### src/rtl/scan_rowseq_pkg.sv
package scan_rowseq_pkg;

    typedef enum logic [1:0] {
        SEQ_IDLE = 2'd0,
        SEQ_LOAD = 2'd1,
        SEQ_CAPT = 2'd2
    } seq_phase_e;

    typedef struct packed {
        logic load;
        logic capture;
        logic round_end;
    } seq_flags_t;

    localparam seq_flags_t FLAGS_NONE = '{load: 1'b0, capture: 1'b0, round_end: 1'b0};

    // Phase transition; leaving a round is only possible from capture.
    function automatic seq_phase_e next_phase(seq_phase_e cur, logic last_row, logic test_en);
        seq_phase_e nxt;
        case (cur)
            SEQ_IDLE: nxt = test_en ? SEQ_LOAD : SEQ_IDLE;
            SEQ_LOAD: nxt = last_row ? SEQ_CAPT : SEQ_LOAD;
            SEQ_CAPT: nxt = test_en ? SEQ_LOAD : SEQ_IDLE;
            default:  nxt = SEQ_IDLE;
        endcase
        return nxt;
    endfunction

    function automatic seq_flags_t phase_flags(seq_phase_e cur);
        seq_flags_t f;
        f = FLAGS_NONE;
        f.load      = (cur == SEQ_LOAD);
        f.capture   = (cur == SEQ_CAPT);
        f.round_end = (cur == SEQ_CAPT);
        return f;
    endfunction

endpackage

### src/rtl/rowseq_counter.sv
module rowseq_counter
    import scan_rowseq_pkg::*;
#(
    parameter int NUM_ROWS = 4,
    localparam int IDX_W = (NUM_ROWS > 1) ? $clog2(NUM_ROWS) : 1
) (
    input  logic             clk_i,
    input  logic             rst_i,
    input  logic             test_en_i,
    output seq_phase_e       phase_o,
    output logic [IDX_W-1:0] row_o
);

    localparam logic [IDX_W-1:0] LAST_ROW = IDX_W'(NUM_ROWS - 1);

    seq_phase_e       phase_q;
    logic [IDX_W-1:0] row_q;
    logic             last_row;

    assign last_row = (row_q == LAST_ROW);

    always_ff @(posedge clk_i) begin
        if (rst_i) begin
            phase_q <= SEQ_IDLE;
            row_q   <= '0;
        end else begin
            phase_q <= next_phase(phase_q, last_row, test_en_i);
            if (phase_q == SEQ_LOAD && !last_row) begin
                row_q <= row_q + 1'b1;
            end else begin
                row_q <= '0;
            end
        end
    end

    assign phase_o = phase_q;
    assign row_o   = row_q;

endmodule

### src/rtl/rowseq_decode.sv
module rowseq_decode
    import scan_rowseq_pkg::*;
#(
    parameter int NUM_ROWS = 4,
    localparam int IDX_W = (NUM_ROWS > 1) ? $clog2(NUM_ROWS) : 1
) (
    input  seq_phase_e        phase_i,
    input  logic [IDX_W-1:0]  row_i,
    output logic [NUM_ROWS-1:0] en_next_o,
    output logic [NUM_ROWS-1:0] gate_next_o,
    output seq_flags_t        flags_o,
    output logic [IDX_W-1:0]  idx_o
);

    logic loading;
    logic capturing;

    assign loading   = (phase_i == SEQ_LOAD);
    assign capturing = (phase_i == SEQ_CAPT);

    for (genvar r = 0; r < NUM_ROWS; r++) begin : g_row
        assign en_next_o[r]   = loading && (row_i == IDX_W'(r));
        assign gate_next_o[r] = en_next_o[r] || capturing;
    end

    assign flags_o = phase_flags(phase_i);
    assign idx_o   = loading ? row_i : '0;

endmodule

### src/rtl/rowseq_gate.sv
module rowseq_gate #(
    parameter int NUM_ROWS = 4
) (
    input  logic                clk_i,
    input  logic                rst_i,
    input  logic [NUM_ROWS-1:0] en_next_i,
    input  logic [NUM_ROWS-1:0] gate_next_i,
    output logic [NUM_ROWS-1:0] row_en_o,
    output logic [NUM_ROWS-1:0] row_clk_o
);

    logic [NUM_ROWS-1:0] en_q;
    logic [NUM_ROWS-1:0] gate_q;

    // Registered while the test clock is low, so the AND below cannot glitch.
    always_ff @(negedge clk_i) begin
        if (rst_i) begin
            en_q   <= '0;
            gate_q <= '0;
        end else begin
            en_q   <= en_next_i;
            gate_q <= gate_next_i;
        end
    end

    for (genvar r = 0; r < NUM_ROWS; r++) begin : g_gate
        assign row_clk_o[r] = gate_q[r] & clk_i;
    end

    assign row_en_o = en_q;

endmodule

### src/rtl/scan_rowseq_ctrl.sv
module scan_rowseq_ctrl
    import scan_rowseq_pkg::*;
#(
    parameter int NUM_ROWS = 4,
    localparam int IDX_W = (NUM_ROWS > 1) ? $clog2(NUM_ROWS) : 1
) (
    input  logic                clk_i,
    input  logic                rst_i,
    input  logic                test_en_i,
    output logic [NUM_ROWS-1:0] row_en_o,
    output logic [NUM_ROWS-1:0] row_clk_o,
    output logic                func_bypass_o,
    output logic                capture_o,
    output logic                round_end_o,
    output logic                load_active_o,
    output logic [IDX_W-1:0]    row_idx_o
);

    seq_phase_e          phase;
    logic [IDX_W-1:0]    row;
    logic [NUM_ROWS-1:0] en_next;
    logic [NUM_ROWS-1:0] gate_next;
    seq_flags_t          flags_next;
    seq_flags_t          flags_q;
    logic [IDX_W-1:0]    idx_next;
    logic [IDX_W-1:0]    idx_q;

    rowseq_counter #(.NUM_ROWS(NUM_ROWS)) counter_i (
        .clk_i     (clk_i),
        .rst_i     (rst_i),
        .test_en_i (test_en_i),
        .phase_o   (phase),
        .row_o     (row)
    );

    rowseq_decode #(.NUM_ROWS(NUM_ROWS)) decode_i (
        .phase_i     (phase),
        .row_i       (row),
        .en_next_o   (en_next),
        .gate_next_o (gate_next),
        .flags_o     (flags_next),
        .idx_o       (idx_next)
    );

    rowseq_gate #(.NUM_ROWS(NUM_ROWS)) gate_i (
        .clk_i       (clk_i),
        .rst_i       (rst_i),
        .en_next_i   (en_next),
        .gate_next_i (gate_next),
        .row_en_o    (row_en_o),
        .row_clk_o   (row_clk_o)
    );

    // Status aligned with the enables: updated on the falling edge.
    always_ff @(negedge clk_i) begin
        if (rst_i) begin
            flags_q <= FLAGS_NONE;
            idx_q   <= '0;
        end else begin
            flags_q <= flags_next;
            idx_q   <= idx_next;
        end
    end

    assign func_bypass_o = (phase != SEQ_IDLE);
    assign capture_o     = flags_q.capture;
    assign round_end_o   = flags_q.round_end;
    assign load_active_o = flags_q.load;
    assign row_idx_o     = idx_q;

endmodule

### config.mk
export PLATFORM = sky130hd
export DESIGN_NAME = scan_rowseq_ctrl
export DESIGN_NICKNAME = d
export VERILOG_FILES = /design/src/rtl/scan_rowseq_pkg.sv /design/src/rtl/rowseq_counter.sv /design/src/rtl/rowseq_decode.sv /design/src/rtl/rowseq_gate.sv /design/src/rtl/scan_rowseq_ctrl.sv
export SDC_FILE = /design/constraint.sdc
export NUM_CORES = 1
export LEC_CHECK = 0
export BUFFER_PORTS_ARGS = -buffer_cell sky130_fd_sc_hd__buf_4
export CORE_AREA = 2 2 39 41
export CTS_BUF_LIST = sky130_fd_sc_hd__clkbuf_4
export DETAILED_ROUTE_END_ITERATION = 7
export DIE_AREA = 0 0 41 43
export PLACE_DENSITY_LB_ADDON = 0.12
export REMOVE_ABC_BUFFERS = 1
export SLEW_MARGIN = 0
export SYNTH_ARGS = -nofsm -noshare
export SYNTH_HDL_FRONTEND = slang
export SYNTH_SLANG_ARGS = --single-unit
export TNS_END_PERCENT = 1
### constraint.sdc
create_clock -name clk_i -period 2.77 [get_ports clk_i]
set_input_delay 0.4155 -clock clk_i [delete_from_list [all_inputs] [get_ports clk_i]]
set_output_delay 0.4155 -clock clk_i [all_outputs]
set_load 0.02 [all_outputs]
==> flow_summary.yaml <==
run_status:
  status: "finished with violations"
  failed_checks: "setup timing"
power_and_ir_drop:
  switching_share: 0.299
  pwr-share-comb: 0.045
  finalPower_mw: 0.568
  p_int_mw: 0.398
  clkPwrFrac: 0.531
  power.switching_mw: 0.170
  p_seq_frac: 0.424
  p_leak_nw: 0.455
  p_per_area_nw_per_um2: 700
  peakVddDrop_v: 0.000362
finish:
  n_antenna_cell: 0
  final_area_um2: 811
  fin_nets: 88
  drive_gt1_frac: 0.375
  fin_cells: 96
  areaGrowthSynthToFinish_pct: 43.0
  fin_util: 0.586
  fill_cells: 125
synth:
  synthArstFlopShare: 0
  synth_seq_area_share: 0.565
  ys_ff_latch: 16
  ys_types: 15
  yosys-top-cells-area: "dfxtp_1 (57%), and2_1 (11%), ha_1 (8.8%)"
  synth_area_um2: 567
  synth_enable_flop_cells: 0
  yosys.area.top_type_share: 0.565
  synth_common_cells: "dfxtp_1 (16), and2_1 (10), a21o_1 (4), ha_1 (4), inv_1 (3)"
  synth_warnings: 0
  synthCells: 47
  postSynthAreaPerCell_um2: 12.1
  synth-main-ff-cell: "dfxtp_1"
  synth.most_common_cell: "dfxtp_1"
  yosys.area.top_type: "dfxtp_1"
worst_setup_path:
  cp_data_arrival_time_ns: 2.39
  endpoint: "row_clk_o[0]"
  r2r-start: "counter_i.phase_o[0]"
  cp-startpoint: "gate_i.gate_q[0]"
  end_kind: "output pin"
  r2r_slack_ns: 0.36
  critPathLaunchType: "flip-flop"
  reg2reg_to: "gate_i.row_en_o[3]"
  critPathRequiredTime_ns: 2.35
  crit_type: "reg2out"
  r2r.worst_path.cells: 2
  crit_fanout: 1
clock_network:
  cts_tree: "yes"
  hold_buffers: 0
  insertion_delay_ns: 0.46
  clk_pin_slew_ns: 0.10
global_routing:
  grt_pass1_vias: 423
  grt_max_degree: 14
  grt-ovfl-total: 0
  antenna_found_initial: 0
  grt_pass1_wl_mm: 1.48
  track_usage: 0.144
die:
  num_io_pins: 17
  start_util: 0.410
  rows: 14
  die_area_um2: 1760
  die_y_um: 43
  chipWidth_um: 41
  core_um2: 1380
placed_design:
  gp_congestion: 0.674
  portBuffers: 16
  place_hpwl_um: 633
  placed_area_um2: 688
  placedCellCount: 77
  dp_slack_ns: 0.166
run:
  timing.max_cap.violations: 0
timing:
  fin_skew_ns: 0.0728
  grt_setup_unrepaired: "true"
  worstMarginPinSlew_ns: 0.411
  maxSlewViolCount: 0
  fin_ws_ns: -0.0310
  setup-tns-final_ns: -0.0765
  relSlewSlack: 0.726
  final_hold_viol_count: 0
  setup_viol_count_final: 8
  whs_ns: 0.205
detailed_routing:
  viasPerCell: 4.38
  routed_wl_um: 936
  drtAntennaViolNets: 0
  num_vias: 420
  route.detailed.drc: 0
  wl_per_cell_um: 9.75
  drtIter0Drc: 3
  first_pass_iters: 3
min_path:
  hold_path_class: "in2reg"
-- layout by cell type (no fill, tap or decap) --
master    instances
dfxtp_1          16
nor3b_1           1
and2_1            6
inv_1            14
a21o_1            4
and2_4            4
or3b_1            1
ha_1              4
nand2b_1          1
and3b_1           1
clkbuf_4          7
or2_2             1
a21oi_1           1
nor3b_2           1
nor3b_4           1
clkinv_1          1
buf_6             4
buf_4            12
-- registers in the layout (all words and copies together), names as in the netlist --
name,flops
gate_i.gate_q,4
gate_i.row_en_o,4
counter_i.row_o,2
row_idx_o,2
counter_i.phase_o,2
load_active_o,1
round_end_o,1
-- area by class of cell --
| type | count | area, µm² | share of cell area |
|---|---|---|---|
| Clock buffer | 11 | 97.6 | 0.120 |
| Sequential cell | 16 | 320 | 0.395 |
| Timing Repair Buffer | 12 | 90.1 | 0.111 |
| Tap cell | 16 | 20.0 | 0.0247 |
| Clock inverter | 13 | 48.8 | 0.0602 |
| Inverter | 2 | 7.51 | 0.00926 |
| Multi-Input combinational cell | 26 | 226 | 0.279 |
-- timing repair --
item	CTS	global route
pin swaps	4	0
buffers inserted	0	0
endpoints found under the setup margin	8	10
gates resized for setup	6	2
cloned	0	0
-- worst min-delay path by stage --
stage / from / end / slack, ns / depth (start not counted)
2_1_floorplan: counter_i.row_o[0] / counter_i.row_o[0] / 0.47 / 1
3_3_place_gp: counter_i.row_o[0] / counter_i.row_o[0] / 0.51 / 1
3_5_place_dp: counter_i.row_o[0] / counter_i.row_o[0] / 0.51 / 1
4_1_cts: rst_i / counter_i.phase_o[0] / 0.20 / 2
5_1_grt: rst_i / counter_i.phase_o[0] / 0.20 / 2
6_report: rst_i / counter_i.phase_o[0] / 0.21 / 2
-- worst max-delay path: stages (launching register included) --
cell and delay [ns]:
dfxtp_1 0.29, and2_4 0.13, buf_6 0.12
-- power groups by stage --
stage | Sequential [mW] | Combinational, mW | Clock [mW]
6_report | 0.241 | 0.0254 | 0.302
3_5_place_dp | 0.245 | 0.0257 | 0.0384
3_3_place_gp | 0.244 | 0.0256 | 0.0384
2_1_floorplan | 0.247 | 0.0129 | 0.0349
4_1_cts | 0.241 | 0.0258 | 0.308
5_1_grt | 0.241 | 0.0282 | 0.343
-- logic make-up (layout without fill, tap and decap cells) --
| family | count (synthesis) | in the layout | synth area share |
|---|---|---|---|
| AND/OR/NAND/NOR | 17 | 17 | 0.232 |
| flip-flops | 16 | 16 | 0.565 |
| AO/OA/AOI/OAI | 5 | 5 | 0.0618 |
| buffers and inverters | 5 | 38 | 0.0530 |
| adder cells (fa/ha/maj) | 4 | 4 | 0.0883 |
-- metal layers --
metal / global-route usage / wire length, µm / up-vias
li1: - / - / 217
met1: 0.130 / 404 / 178
met2: 0.159 / 392 / 18
met3: 0.0995 / 77 / 7
met4: 0.220 / 62 / 0
met5: 0 / 0 / -
Note: power is estimated with default switching activity, not from simulation.
